File: src/rtl/tx_dma_pkg.sv
package tx_dma_pkg;

    // pacing: 39x source clock divided by (div+1)*128
    localparam int unsigned PLL_MULT   = 39;
    localparam int unsigned PACE_SHIFT = 7;
    localparam int unsigned WORD_BYTES = 4;
    localparam int unsigned NBUF       = 2;
    localparam int unsigned NIRQ       = 4;

    // interrupt bit positions
    localparam int unsigned IRQ_DONE_A = 0;
    localparam int unsigned IRQ_DONE_B = 1;
    localparam int unsigned IRQ_SVC    = 2;
    localparam int unsigned IRQ_URUN   = 3;

    typedef enum logic [1:0] {
        FS_IDLE = 2'd0,
        FS_RUN  = 2'd1,
        FS_WAIT = 2'd2
    } fetch_state_e;

    typedef enum logic {
        BUF_A = 1'b0,
        BUF_B = 1'b1
    } buf_sel_e;

    function automatic buf_sel_e other_buf(input buf_sel_e b);
        return (b == BUF_A) ? BUF_B : BUF_A;
    endfunction

    function automatic int unsigned pace_acc_width(input int unsigned div_w);
        return div_w + PACE_SHIFT + 1;
    endfunction

endpackage

File: src/rtl/tx_pace_gen.sv
module tx_pace_gen
    import tx_dma_pkg::*;
#(
    parameter int unsigned DIV_W = 4
) (
    input  logic             clk,
    input  logic             rst,
    input  logic             run,
    input  logic             restart,
    input  logic [DIV_W-1:0] div,
    output logic             tick
);
    localparam int unsigned ACC_W = pace_acc_width(DIV_W);

    logic [ACC_W-1:0] acc_q;
    logic [ACC_W-1:0] period;
    logic [ACC_W-1:0] sum;

    always_comb begin
        period = (ACC_W'(div) + ACC_W'(1)) << PACE_SHIFT;
        sum    = acc_q + ACC_W'(PLL_MULT);
    end

    always_ff @(posedge clk) begin
        if (rst || !run || restart) begin
            acc_q <= '0;
            tick  <= 1'b0;
        end else if (sum >= period) begin
            acc_q <= sum - period;
            tick  <= 1'b1;
        end else begin
            acc_q <= sum;
            tick  <= 1'b0;
        end
    end

endmodule

File: src/rtl/tx_desc_bank.sv
module tx_desc_bank
    import tx_dma_pkg::*;
#(
    parameter int unsigned ADDR_W = 32,
    parameter int unsigned CNT_W  = 16
) (
    input  logic                        clk,
    input  logic                        rst,
    input  logic                        we,
    input  logic                        sel,
    input  logic [ADDR_W-1:0]           waddr,
    input  logic [CNT_W-1:0]            wcnt,
    input  logic                        wgo,
    input  logic [NBUF-1:0]             go_clr,
    output logic [NBUF-1:0][ADDR_W-1:0] addr_o,
    output logic [NBUF-1:0][CNT_W-1:0]  cnt_o,
    output logic [NBUF-1:0]             go_o
);

    for (genvar g = 0; g < NBUF; g++) begin : g_desc
        logic [ADDR_W-1:0] a_q;
        logic [CNT_W-1:0]  c_q;
        logic              go_q;
        logic              hit;

        assign hit = we && (sel == 1'(g));

        always_ff @(posedge clk) begin
            if (rst) begin
                a_q  <= '0;
                c_q  <= '0;
                go_q <= 1'b0;
            end else if (hit) begin
                // a software write wins over the hardware clear
                a_q  <= waddr;
                c_q  <= wcnt;
                go_q <= wgo;
            end else if (go_clr[g]) begin
                go_q <= 1'b0;
            end
        end

        assign addr_o[g] = a_q;
        assign cnt_o[g]  = c_q;
        assign go_o[g]   = go_q;
    end

endmodule

File: src/rtl/tx_irq_ctl.sv
module tx_irq_ctl
    import tx_dma_pkg::*;
(
    input  logic            clk,
    input  logic            rst,
    input  logic            en,
    input  logic [NIRQ-1:0] set,
    input  logic [NIRQ-1:0] clr,
    output logic [NIRQ-1:0] irq
);

    for (genvar g = 0; g < NIRQ; g++) begin : g_bit
        logic q;
        always_ff @(posedge clk) begin
            if (rst || !en) begin
                q <= 1'b0;
            end else if (set[g]) begin
                q <= 1'b1;
            end else if (clr[g]) begin
                q <= 1'b0;
            end
        end
        assign irq[g] = q;
    end

endmodule

File: src/rtl/pingpong_tx_dma.sv
module pingpong_tx_dma
    import tx_dma_pkg::*;
#(
    parameter int unsigned ADDR_W = 32,
    parameter int unsigned DATA_W = 32,
    parameter int unsigned CNT_W  = 16,
    parameter int unsigned DIV_W  = 4
) (
    input  logic              clk,
    input  logic              rst,
    input  logic              dma_en,
    input  logic [DIV_W-1:0]  pace_div,
    input  logic              desc_we,
    input  logic              desc_sel,
    input  logic [ADDR_W-1:0] desc_addr,
    input  logic [CNT_W-1:0]  desc_cnt,
    input  logic              desc_go,
    input  logic [3:0]        irq_clr,
    output logic              mem_req,
    output logic [ADDR_W-1:0] mem_addr,
    input  logic              mem_ack,
    input  logic [DATA_W-1:0] mem_rdata,
    output logic              fifo_push,
    output logic [DATA_W-1:0] fifo_wdata,
    input  logic              fifo_empty,
    input  logic              fifo_pop,
    input  logic              fifo_low,
    output logic [3:0]        irq
);

    localparam logic [ADDR_W-1:0] ADDR_STEP = ADDR_W'(WORD_BYTES);

    fetch_state_e      state_q;
    buf_sel_e          buf_q;
    logic [ADDR_W-1:0] cur_addr_q;
    logic [CNT_W-1:0]  cur_cnt_q;
    logic              pend_q;
    logic              push_q;
    logic [DATA_W-1:0] wdata_q;

    logic [NBUF-1:0][ADDR_W-1:0] d_addr;
    logic [NBUF-1:0][CNT_W-1:0]  d_cnt;
    logic [NBUF-1:0]             d_go;
    logic [NBUF-1:0]             go_clr;
    logic [NIRQ-1:0]             irq_set;

    logic     tick;
    logic     cur_done;
    logic     start_idle;
    logic     pace_run;
    buf_sel_e nxt_b;

    // ---------------------------------------------------------------
    // control decode
    // ---------------------------------------------------------------
    always_comb begin
        nxt_b      = other_buf(buf_q);
        cur_done   = (state_q == FS_RUN) && (cur_cnt_q == '0);
        start_idle = dma_en && (state_q == FS_IDLE) && d_go[buf_q];
        pace_run   = dma_en && (state_q != FS_IDLE);

        go_clr = '0;
        if (dma_en && cur_done) begin
            go_clr[buf_q] = 1'b1;
        end

        irq_set                = '0;
        irq_set[IRQ_DONE_A]    = cur_done && (buf_q == BUF_A);
        irq_set[IRQ_DONE_B]    = cur_done && (buf_q == BUF_B);
        irq_set[IRQ_SVC]       = fifo_low;
        irq_set[IRQ_URUN]      = fifo_pop && fifo_empty;
    end

    // ---------------------------------------------------------------
    // sub-blocks
    // ---------------------------------------------------------------
    tx_pace_gen #(.DIV_W(DIV_W)) u_pace (
        .clk     (clk),
        .rst     (rst),
        .run     (pace_run),
        .restart (start_idle),
        .div     (pace_div),
        .tick    (tick)
    );

    tx_desc_bank #(.ADDR_W(ADDR_W), .CNT_W(CNT_W)) u_desc (
        .clk    (clk),
        .rst    (rst),
        .we     (desc_we),
        .sel    (desc_sel),
        .waddr  (desc_addr),
        .wcnt   (desc_cnt),
        .wgo    (desc_go),
        .go_clr (go_clr),
        .addr_o (d_addr),
        .cnt_o  (d_cnt),
        .go_o   (d_go)
    );

    tx_irq_ctl u_irq (
        .clk (clk),
        .rst (rst),
        .en  (dma_en),
        .set (irq_set),
        .clr (irq_clr),
        .irq (irq)
    );

    // ---------------------------------------------------------------
    // fetch engine
    // ---------------------------------------------------------------
    always_ff @(posedge clk) begin
        if (rst) begin
            state_q    <= FS_IDLE;
            buf_q      <= BUF_A;
            cur_addr_q <= '0;
            cur_cnt_q  <= '0;
            pend_q     <= 1'b0;
            push_q     <= 1'b0;
            wdata_q    <= '0;
        end else if (!dma_en) begin
            state_q <= FS_IDLE;
            buf_q   <= BUF_A;
            pend_q  <= 1'b0;
            push_q  <= 1'b0;
        end else begin
            push_q <= 1'b0;
            unique case (state_q)
                FS_IDLE: begin
                    if (d_go[buf_q]) begin
                        cur_addr_q <= d_addr[buf_q];
                        cur_cnt_q  <= d_cnt[buf_q];
                        pend_q     <= 1'b0;
                        state_q    <= FS_RUN;
                    end
                end
                FS_RUN: begin
                    if (cur_cnt_q == '0) begin
                        buf_q      <= nxt_b;
                        cur_addr_q <= d_addr[nxt_b];
                        cur_cnt_q  <= d_cnt[nxt_b];
                        pend_q     <= 1'b0;
                        state_q    <= d_go[nxt_b] ? FS_RUN : FS_IDLE;
                    end else if (pend_q || tick) begin
                        pend_q  <= 1'b0;
                        state_q <= FS_WAIT;
                    end
                end
                FS_WAIT: begin
                    if (tick) begin
                        pend_q <= 1'b1;
                    end
                    if (mem_ack) begin
                        push_q     <= 1'b1;
                        wdata_q    <= mem_rdata;
                        cur_addr_q <= cur_addr_q + ADDR_STEP;
                        cur_cnt_q  <= cur_cnt_q - CNT_W'(1);
                        state_q    <= FS_RUN;
                    end
                end
                default: state_q <= FS_IDLE;
            endcase
        end
    end

    assign mem_req    = (state_q == FS_WAIT);
    assign mem_addr   = cur_addr_q;
    assign fifo_push  = push_q;
    assign fifo_wdata = wdata_q;

endmodule

File: config.mk
export PLATFORM = sky130hd
export DESIGN_NAME = pingpong_tx_dma
export DESIGN_NICKNAME = d
export VERILOG_FILES = /design/src/rtl/tx_dma_pkg.sv /design/src/rtl/tx_pace_gen.sv /design/src/rtl/tx_desc_bank.sv /design/src/rtl/tx_irq_ctl.sv /design/src/rtl/pingpong_tx_dma.sv
export SDC_FILE = /design/constraint.sdc
export NUM_CORES = 1
export LEC_CHECK = 0
export ABC_AREA = 1
export BUFFER_PORTS_ARGS = -buffer_cell sky130_fd_sc_hd__buf_2
export CORE_MARGIN = 1
export CORE_UTILIZATION = 51
export DETAILED_ROUTE_END_ITERATION = 7
export PLACE_DENSITY = 0.82
export SLEW_MARGIN = 20
export SYNTH_ARGS = -nofsm -noshare
export SYNTH_HDL_FRONTEND = slang
export SYNTH_SLANG_ARGS = --single-unit
File: constraint.sdc
create_clock -name clk -period 7.2 [get_ports clk]
set_input_delay 0.36 -clock clk [delete_from_list [all_inputs] [get_ports clk]]
set_output_delay 0.36 -clock clk [all_outputs]
set_load 0.01 [all_outputs]
==> reports/results.txt <==
Crit path max-delay family = buffers and inverters
Crit Path Max Fanout = 75
FF+latch area = 4008 um^2
Register share of total power = 44.3%
Clk_skew = 0.01474 ns
CTS-repair resized insts = 0
Slew HR = 34.35%
P_leak = 5.074 nW
Status = finished clean
Die H = 147.1 um
Number of flops mapped to enable cells by yosys = 0
Row cnt = 52
Port Buffers = 167
DR WL/cell = 14.83 um
Top-count cell post-synth = nand2_1
# setup viols final = 0
HPWL after detailed placement = 20730 um
Root Driver = clkbuf_16
Slew Viols, Final = 0
Setup Crit Path Kind = reg -> reg
Worst Path Arrival = 3.53 ns
Nets = 1882
Distinct cells, synth = 37
DRT Pass-1 Iters = 7
Die Wd = 147.1 um
DRT iter0 DRCs = 1087
Logic pwr share = 18.4%
Final Total Pwr = 2.770 mW
Syn nets = 1786
Final WS setup = 3.964 ns
N_diodes = 0
Max cap viols = 0
NetSw = 0.8364 mW
Filler cell count = 1922
Clock Power Share = 37.3%
FMAX = 309.0 MHz
Synth top cells by count = nand2_1 (331), nor2_1 (259), o21ai_0 (219)
Crit path largest cell delay = 0.70 ns
Synth top area cells = dfxtp_1 (37%), nand2_1 (12%), o21ai_0 (10%)
RD Place Congestion = 0.9389
CP Capture Type = register
Die Area = 21640 um^2
First-pass GRT wire length = 49480 um
Via density = 5.474
# hold bufs at CTS = 0
Dpl cell area = 11550 um^2
Number of global-route vias before repair = 10250
Pin count of the biggest net entering global routing = 126
Register area share after synthesis = 37.29%
Hold Path Class = in -> reg
Vias = 11230
Initial Util = 52.55%
PwrDens = 226.9 nW/um^2
Worst setup SP type = register
CTS tree = yes
Fin crit period = 3.236 ns
Sw frac = 30.20%
Gr ovfl total = 0
Clk pin slew, worst setup/hold paths = 0.07 ns
DRC violations left = 0
Syn Inst Count = 1672
RSZ-0062 raised after global routing = no
Layout area overhead = 13.71%
Multi-input gate area in the final layout = 5690 um^2
Clock Path Buffers = 2
Antenna viol nets, final = 0
Synth Cell Area = 10740 um^2
Setup TNS Final = 0 ns
P_int = 1.933 mW
CP max stage cell = clkinv_2
Clk Latency, worst-skew pair = 0.44 ns
TritonCTS Buffers = 17
Largest area contributor in the netlist = dfxtp_1
Data required, critical path = 7.50 ns
CTS H-tree lvls = 4
Share of cells above drive strength 1 = 13.59%
Cell mode on critical path = nand2_1
Tcrit/Tclk final = 44.95%
Worst-margin pin slew = 0.9837 ns
Drt total wl = 30420 um
Design Area, Final = 12210 um^2
Core Region = 20430 um^2
Tot GR Track Use = 28.09%
Mean Syn Cell Area = 6.421 um^2
CP Cell Sequence = clkinv_2 > nand2_1 > nand3_1 > inv_1 > nor2_1 > nand2_2 > buf_4 > inv_2 > nand2_1 > nand2_1 > nand2_1 > a21oi_1
#FFs+latches synth = 200
Boundary Pins = 168
Area share of the largest cell type after synthesis = 37.29%
Crit path buffers/inverters = 4
Place WS = 4.188 ns
CTS sink cnt = 200
Postcts setup bufs = 0
Final count of hold timing violations = 0
Commonest register cell after synthesis = dfxtp_1
Antenna violations before repair = 1
VDD IR max = 0.0001882 V
Ys Warns = 0
Synth async-reset ratio = 0%
Utilization after layout = 59.76%
-- cells by family (layout without fill, tap and decap cells) --
group | after synthesis | count (layout) | share of synthesized area [%]
buf+inv | 261 | 370 | 9.777
flops | 200 | 200 | 37.29
compound gates | 466 | 466 | 22.93
fa+ha+maj | 16 | 16 | 1.935
mux | 1 | 1 | 0.09323
xor+xnor | 12 | 12 | 0.9789
simple gates | 716 | 716 | 26.99
-- final cells by class --
type | instances | area share (%)
Inverter | 158 | 4.868
Multi-Input combinational cell | 1211 | 46.61
Clock inverter | 14 | 1.599
Tap cell | 270 | 2.767
Sequential cell | 200 | 32.83
Timing Repair Buffer | 180 | 7.810
Clock buffer | 18 | 3.515
-- registers in the layout (all words and copies together) (netlist names), 4 cells and up --
register	count
u_irq.g_bit.q	4
u_desc.g_desc.c_q	32
mem_addr	32
cur_cnt_q	16
fifo_wdata	32
u_desc.g_desc.a_q	64
u_pace.acc_q	12
-- tightest hold or removal path, stage by stage --
cell,delay (ns)
buf_2,0.08
a21oi_1,0.03
nor2_1,0.07
-- per-stage QoR --
| stage | std cells | hold slack, ns |
|---|---|---|
| final | 2051 | 0.1497 |
| after CTS | 2050 | 0.1427 |
| after floorplan | 1672 | 0.4234 |
| after global routing | 2051 | 0.1674 |
| after detailed placement | 2018 | 0.4331 |
| after global placement | 2018 | 0.4281 |
-- layer usage --
layer	track usage [%]	vias up	share of wire, %
met5	0	-	0.046
met1	36.86	5105	44
met4	7.629	2	1.3
li1	-	5625	-
met2	45.85	466	45
met3	6.894	30	9.3
-- power groups by stage --
stage / Combinational [mW] / Clock, mW / Sequential [mW]
finish: 0.509 / 1.03 / 1.23
global route: 0.575 / 1.08 / 1.23
CTS: 0.503 / 1.04 / 1.22
detailed placement: 0.497 / 0 / 1.25
global placement: 0.486 / 0 / 1.25
floorplan: 0.365 / 0 / 1.24
-- path summary, 6_finish.rpt --
| check | depth (start not counted) | slack [ns] | start | end |
|---|---|---|---|---|
| setup / recovery | 12 | 3.96 | buf_q | mem_addr[27] |
| hold / removal | 3 | 0.15 | fifo_low | u_irq.g_bit[2].q |
| setup reg to reg | 12 | 3.96 | buf_q | mem_addr[27] |
| hold reg to reg | 2 | 0.44 | fifo_wdata[20] | fifo_wdata[20] |
-- layout by cell type, fill, tap and decap left out, types with 3 or more instances in the layout --
| master | netlist | final |
|---|---|---|
| nand2_2 | 3 | 4 |
| xor2_1 | 6 | 6 |
| nand4_1 | 11 | 11 |
| inv_1 | 154 | 152 |
| bufinv_16 | 0 | 4 |
| nor3_1 | 6 | 6 |
| inv_2 | 3 | 4 |
| clkinv_2 | 0 | 4 |
| a211oi_1 | 5 | 5 |
| xnor2_1 | 6 | 6 |
| ha_1 | 15 | 15 |
| o21bai_1 | 5 | 5 |
| buf_2 | 14 | 167 |
| inv_6 | 0 | 4 |
| a21oi_1 | 200 | 200 |
| nor2_1 | 259 | 259 |
| o22ai_1 | 3 | 3 |
| nor2_2 | 3 | 3 |
| nand3_1 | 95 | 94 |
| o21ai_0 | 219 | 219 |
| a21oi_2 | 12 | 12 |
| clkbuf_16 | 0 | 17 |
| buf_4 | 8 | 12 |
| dfxtp_1 | 200 | 199 |
| o211ai_1 | 18 | 18 |
| nand2_1 | 331 | 330 |
Power figures use the tool's default switching activity.
